### src/rtl/fbm_pkg.sv
package fbm_pkg;
    localparam int MODE_W = 3;

    // bits 1:0 select operand interpretation, bit 2 selects fractional shift
    localparam logic [1:0] KIND_UU  = 2'b00;
    localparam logic [1:0] KIND_SS  = 2'b01;
    localparam logic [1:0] KIND_SU  = 2'b10;
    localparam logic [1:0] KIND_RSV = 2'b11;

    function automatic logic mode_frac(input logic [MODE_W-1:0] m);
        return m[2];
    endfunction

    function automatic logic mode_reserved(input logic [MODE_W-1:0] m);
        return m[1:0] == KIND_RSV;
    endfunction

    function automatic logic mode_sign_a(input logic [MODE_W-1:0] m);
        return (m[1:0] == KIND_SS) || (m[1:0] == KIND_SU);
    endfunction

    function automatic logic mode_sign_b(input logic [MODE_W-1:0] m);
        return m[1:0] == KIND_SS;
    endfunction
endpackage

### src/rtl/fbm_core.sv
module fbm_core #(
    parameter int W = 8,
    localparam int PW = 2 * W
) (
    input  logic [W-1:0]  a_i,
    input  logic [W-1:0]  b_i,
    input  logic          sign_a_i,
    input  logic          sign_b_i,
    output logic [PW-1:0] raw_o
);
    logic [PW-1:0] ext_a;
    logic [PW-1:0] ext_b;

    // widen to full product width; modulo-2^PW product is exact for both signs
    always_comb begin
        ext_a = {{W{sign_a_i & a_i[W-1]}}, a_i};
        ext_b = {{W{sign_b_i & b_i[W-1]}}, b_i};
        raw_o = ext_a * ext_b;
    end
endmodule

### src/rtl/fbm_shape.sv
module fbm_shape #(
    parameter int W = 8,
    localparam int PW = 2 * W
) (
    input  logic [PW-1:0] raw_i,
    input  logic          frac_i,
    input  logic          rsv_i,
    output logic [PW-1:0] res_o,
    output logic          carry_o,
    output logic          zero_o,
    output logic          upd_flags_o
);
    always_comb begin
        carry_o     = raw_i[PW-1];
        upd_flags_o = !rsv_i;
        if (rsv_i) begin
            res_o = '0;
        end else if (frac_i) begin
            res_o = {raw_i[PW-2:0], 1'b0};
        end else begin
            res_o = raw_i;
        end
        zero_o = (res_o == '0);
    end
endmodule

### src/rtl/frac_byte_mul.sv
module frac_byte_mul
    import fbm_pkg::*;
#(
    parameter int W = 8,
    localparam int PW = 2 * W
) (
    input  logic              clk,
    input  logic              rst_n,
    input  logic              start_i,
    input  logic [MODE_W-1:0] mode_i,
    input  logic [W-1:0]      opa_i,
    input  logic [W-1:0]      opb_i,
    output logic [W-1:0]      prod_hi_o,
    output logic [W-1:0]      prod_lo_o,
    output logic              carry_o,
    output logic              zero_o,
    output logic              done_o
);
    typedef struct packed {
        logic              busy;
        logic [W-1:0]      a;
        logic [W-1:0]      b;
        logic [MODE_W-1:0] mode;
        logic [PW-1:0]     res;
        logic              carry;
        logic              zero;
        logic              done;
    } state_t;

    state_t st_d, st_q;

    logic [PW-1:0] raw_w;
    logic [PW-1:0] res_w;
    logic          carry_w, zero_w, upd_w;

    fbm_core #(.W(W)) u_core (
        .a_i      (st_q.a),
        .b_i      (st_q.b),
        .sign_a_i (mode_sign_a(st_q.mode)),
        .sign_b_i (mode_sign_b(st_q.mode)),
        .raw_o    (raw_w)
    );

    fbm_shape #(.W(W)) u_shape (
        .raw_i       (raw_w),
        .frac_i      (mode_frac(st_q.mode)),
        .rsv_i       (mode_reserved(st_q.mode)),
        .res_o       (res_w),
        .carry_o     (carry_w),
        .zero_o      (zero_w),
        .upd_flags_o (upd_w)
    );

    always_comb begin
        st_d      = st_q;
        st_d.done = 1'b0;
        if (st_q.busy) begin
            st_d.busy = 1'b0;
            st_d.done = 1'b1;
            st_d.res  = res_w;
            if (upd_w) begin
                st_d.carry = carry_w;
                st_d.zero  = zero_w;
            end
        end else if (start_i) begin
            st_d.busy = 1'b1;
            st_d.a    = opa_i;
            st_d.b    = opb_i;
            st_d.mode = mode_i;
        end
    end

    always_ff @(posedge clk or negedge rst_n) begin
        if (!rst_n) st_q <= '0;
        else        st_q <= st_d;
    end

    assign prod_hi_o = st_q.res[PW-1:W];
    assign prod_lo_o = st_q.res[W-1:0];
    assign carry_o   = st_q.carry;
    assign zero_o    = st_q.zero;
    assign done_o    = st_q.done;


    done_single_chk: assert property (@(posedge clk) disable iff (!rst_n)
        done_o |=> !done_o);

    done_follows_busy_chk: assert property (@(posedge clk) disable iff (!rst_n)
        $rose(done_o) |-> $past(st_q.busy));

    busy_one_cycle_chk: assert property (@(posedge clk) disable iff (!rst_n)
        st_q.busy |=> !st_q.busy);

    hold_when_idle_chk: assert property (@(posedge clk) disable iff (!rst_n)
        !done_o |-> ($stable({prod_hi_o, prod_lo_o}) && $stable(carry_o) && $stable(zero_o)));

    reserved_flags_chk: assert property (@(posedge clk) disable iff (!rst_n)
        (done_o && mode_reserved(st_q.mode)) |->
            ($stable(carry_o) && $stable(zero_o) && {prod_hi_o, prod_lo_o} == '0));

    frac_lsb_chk: assert property (@(posedge clk) disable iff (!rst_n)
        (done_o && mode_frac(st_q.mode)) |-> !prod_lo_o[0]);

    zero_flag_chk: assert property (@(posedge clk) disable iff (!rst_n)
        (done_o && !mode_reserved(st_q.mode)) |-> (zero_o == ({prod_hi_o, prod_lo_o} == '0)));
endmodule

### config.mk
export PLATFORM = sky130hd
export DESIGN_NAME = frac_byte_mul
export DESIGN_NICKNAME = d
export VERILOG_FILES = /design/src/rtl/fbm_pkg.sv /design/src/rtl/fbm_core.sv /design/src/rtl/fbm_shape.sv /design/src/rtl/frac_byte_mul.sv
export SDC_FILE = /design/constraint.sdc
export NUM_CORES = 1
export LEC_CHECK = 0
export ABC_CLOCK_PERIOD_IN_PS = 7600
export BUFFER_PORTS_ARGS = -buffer_cell sky130_fd_sc_hd__buf_4
export CAP_MARGIN = 20
export CORE_MARGIN = 1.5
export CORE_UTILIZATION = 55
export DETAILED_ROUTE_END_ITERATION = 8
export HOLD_SLACK_MARGIN = 0.08
export PLACE_DENSITY = 0.82
export SLEW_MARGIN = 20
export SYNTH_ARGS = -nofsm -noshare
export SYNTH_HDL_FRONTEND = slang
export SYNTH_SLANG_ARGS = --single-unit
### constraint.sdc
create_clock -name clk -period 7.6 [get_ports clk]
set_input_delay 1.52 -clock clk [delete_from_list [all_inputs] [get_ports clk]]
set_output_delay 1.52 -clock clk [all_outputs]
set_load 0.005 [all_outputs]
# Word level (Yosys, flattened, before mapping)
# Cells that the tools add are included.
# word_totals
output_inout_bits	19
elab_cells	25
ff_bits	39
inputBits	22
# op_classes
n_eq_ne	3
bitwise_logic	4
muxes	5
n_reduce_logical	4
mul	1
# ops
operator	count
16-bit 2-to-1 mux	2
20-bit 2-to-1 mux	1
16-bit zero test	1
9-bit by 9-bit multiplier with 16-bit output	1
2-bit equality test, second input constant	2
2-bit AND reduction	2
1-bit AND	2
2-bit by 1-bit equality test with 1-bit output, second input constant	1
1-bit 2-to-1 mux	2
1-bit NOT	2
1-bit logical OR	1

# Depth between registers and ports, before layout
# depth
depth_word	7
mapped_depth	23
mapped_depth_nobuf	22

# Hierarchy
# Synthesis repeated with hierarchy kept, for this count alone.
# unflattened
hier_cells	472
area_unflattened_um2	4813.4
# modules_own_cells
module	cells_each	area_each_um2	seq_area_each_um2	instances
fbm_core	328	2819.0	0.0	1
frac_byte_mul	102	1692.9	975.9	1
fbm_shape	42	301.5	0.0	1

# Least setup slack after synthesis
# No wires, ideal clock.
# synth_timing
kind	reg2reg
startpoint	reg st_q[19] (netlist bit)
endpoint	reg st_q, in the netlist zero_o
path_buffers	1
synth_period_minus_slack_ns	5.700
required_ns	7.534
setup_time_ns	0.066
arrival_time_ns	5.635
setup_slack_ns	1.900
path_stages_with_launch	22
path_cell_list	dfrtp_1 ha_1 nor2b_1 clkbuf_1 nand2_1 fa_1 inv_1 fa_1 fa_1 fa_1 inv_1 fa_1 inv_1 ha_1 inv_1 a21oi_2 nor2_1 and4b_1 a311o_1 or4_1 nor4b_2 a22o_1
# synth_between
elab_chain_cells	7
word_cells_on_any_way	12
cone_classes	mul: 1; eq/ne: 3; mux: 2; bitwise: 3; reduce/logical: 3
# synth_rtl
element	line	rtl
from (decl)	frac_byte_mul.sv:30	state_t st_d, st_q;
from (signal assigned)	frac_byte_mul.sv:75	else st_q <= st_d;
2-bit by 1-bit equality test with 1-bit output / 2-bit equality test (equally long branches)	fbm_pkg.sv:19, fbm_pkg.sv:23	
1-bit logical OR	fbm_pkg.sv:19	return (m[1:0] == KIND_SS) || (m[1:0] == KIND_SU);
1-bit AND	fbm_core.sv:16	ext_a = {{W{sign_a_i & a_i[W-1]}}, a_i};
9-bit by 9-bit multiplier with 16-bit output	fbm_core.sv:18	raw_o = ext_a * ext_b;
16-bit 2-to-1 mux	fbm_shape.sv:18	end else if (frac_i) begin
16-bit 2-to-1 mux	fbm_shape.sv:16	if (rsv_i) begin
16-bit zero test	fbm_shape.sv:23	zero_o = (res_o == '0);
# Several ways; a longest one is shown, not always the timed one.
# A chain may end at the register's enable or synchronous reset.

# Final worst setup path
# Ends and elaborated chain as after synthesis.

==> qor.yml <==
sta:
  worst_pin_slew_ns: 1.04
  hold_viol: 0
  rsz0062_at_grt: "no"
  finClkSkew_ns: 0.00696
  drv_slew: 0
  layout_min_cycle_time_ns: 6.09
  clock.fmax_mhz: 164
  finalWorstSetupSlack_ns: 1.51
  maxSlewHeadroom_pct: 30.4
  setup_tns_ns: 0
  fin_crit_sh_pct: 80.1
  setup_viol: 0
clocking:
  cts.sinks: 39
  clkTransAtPathRegs_ns: 0.07
  clk_path_buf_depth: 2
  htreeDepth: 2
  cts.root.buffer_cell: "clkbuf_8"
  clkLatencyLatePin_ns: 0.30
  post_cts_buffers: 0
  cts.repair.resized: 0
  cts_buffers: 5
  cts-hold-fix-buffers: 0
  cts_tree: "built"
global_route:
  antenna_found_initial: 0
  grt_max_degree: 40
  grt_usage_pct: 21.0
  grt_pass1_wl_um: 14800
  grt_overflow: 0
  first_global_vias: 3309
floorplanning:
  die_area_mm2: 0.00905
  core_area_mm2: 0.00822
  start_util_pct: 56.8
  die_h_um: 95.2
  rows: 33
  ios: 41
  die_x_um: 95.2
critical_path:
  crit_family: "adder cells"
  cp-end-kind: "register"
  critical_path_required_ns: 7.84
  crit_buf_inv: 4
  crit_fanout: 8
  cpMostUsedCell: "fa_1"
  slowest_stage: "fa_1"
  cp.arrival_ns: 6.32
  crit_path_cell_trace: "ha_1 > nor2b_1 > nand2_1 > fa_1 > inv_1 > fa_1 > fa_1 > fa_1 > inv_1 > fa_1 > inv_1 > ha_1 > inv_1 > a21oi_2 > nor2_1 > nor4_1 > a311o_1 > or4_1 > nor4b_2 > a22o_1"
  cp_slowest_stage_delay_ns: 0.55
  critPathKind: "register to register"
  critPathLaunchType: "register"
placement:
  gp_congestion: 0.879
  post-dp-hpwl_um: 7010
  numPortBuffers: 40
  place_ws_ns: 1.54
  dpl-instance-area_mm2: 0.00489
yosys:
  synthArstFlopShare_pct: 100
  syn-num-nets: 617
  ys.warnings.count: 0
  synth_cells: 497
  synth.distinct_cells: 39
  synth.avg_cell_area_um2: 9.40
  synth_seq_area_share_pct: 20.9
  netlist_area_mm2: 0.00467
  dominantRegCellSynth: "dfrtp_1"
  synth-edff-count: 0
  synth_seq_cells: 39
detailed_routing:
  wl_met1_um: 3790
  wl_per_cell_um: 14.1
  maxUsedRoutingLayer: "met4"
  dr_wl_met3_um: 414
  vias: 3202
  routed_wl_um: 8570
  drtAntennaViolNets: 0
  drt_iter0_drc: 140
  viasPerCell: 5.27
  dr_wl_met2_um: 4220
  drt_pass1_iterations: 4
  drcViolationCount: 0
cells_and_area:
  layout_common_cells: "inv_1 (102), fa_1 (63), nand2_1 (49)"
  syn_to_final_growth_pct: 7.23
  nets: 622
  final_area_mm2: 0.00501
  antenna_cells: 0
  layout_commonest_cell: "inv_1"
  drive_above_1_share_pct: 16.1
hold_path:
  hold_class: "register to register"
run:
  max-cap-violations: 0
status:
  outcome: "complete, no violations"
==> sequential cells by signal, indices dropped and copies added (netlist names) <==
signal / count
prod_hi_o: 8
zero_o: 1
prod_lo_o: 8
st_q: 20
done_o: 1
carry_o: 1
==> metal layers <==
layer | vias to the layer above | GRT usage (%)
li1 | 1531 | -
met5 | - | 0
met3 | 19 | 4.63
met4 | 0 | 6.09
met2 | 80 | 35.1
met1 | 1572 | 27.4
==> cell usage after synthesis (all sizes together), types with 3 or more instances <==
library cell / number / area (µm²)
xor2: 3 / 26.3
o22ai: 12 / 75.1
a21oi: 13 / 72.6
dfrtp: 39 / 976
nand2: 49 / 184
xnor2: 14 / 123
clkbuf: 24 / 90.1
mux2i: 7 / 70.1
or2: 3 / 18.8
ha: 35 / 438
mux2: 24 / 270
and2: 35 / 219
inv: 102 / 383
nor2: 14 / 52.6
buf: 19 / 131
fa: 63 / 1260
a31oi: 3 / 18.8
o21ai: 9 / 45.0
nor3: 3 / 15.0
==> cell type report <==
type | instances | area (µm²)
Fill cell | 667 | 3210
Clock buffer | 6 | 82.6
Sequential cell | 39 | 976
Inverter | 102 | 383
Multi-Input combinational cell | 313 | 3090
Clock inverter | 2 | 35.0
Timing Repair Buffer | 41 | 308
Tap cell | 105 | 131
==> worst paths after layout <==
kind | startpoint | slack (ns) | end | cells after the start
max | st_q[19] | 1.51 | zero_o | 20
min | carry_o | 0.49 | carry_o | 2
max reg2reg | st_q[19] | 1.51 | zero_o | 20
min reg2reg | carry_o | 0.49 | carry_o | 2
max in group asynchronous | rst_n | 6.08 | st_q[29] | 1
min in group asynchronous | rst_n | 1.18 | prod_lo_o[6] | 1
==> through the flow <==
stage / util [%] / cells / hold slack [ns]
floorplan: - / 497 / 0.352
global placement: 59.5 / 600 / 0.477
detailed placement: 59.5 / 600 / 0.482
CTS: 61.0 / 608 / 0.499
global route: 61.0 / 608 / 0.535
finish: 61.0 / 608 / 0.490
==> cell families after synthesis <==
family                     count (synthesis)  share of synthesized area [%]
AOI/OAI and AO/OA                         48                           6.46
xor gates and xnor gates                  17                           3.19
adders and majority gates                 98                           36.4
buffers and inverters                    145                           12.9
DFF                                       39                           20.9
muxes                                     31                           7.29
and+or+nand+nor                          119                           12.9
==> tightest hold or removal path, stage by stage, from the launching register on <==
cell	delay (ns)
dfrtp_1	0.35
nand2_1	0.05
o21ai_0	0.06
Power is left out: the tool's default activity adds up to more than one toggle a clock period on the data nets, which glitch-free logic cannot reach.
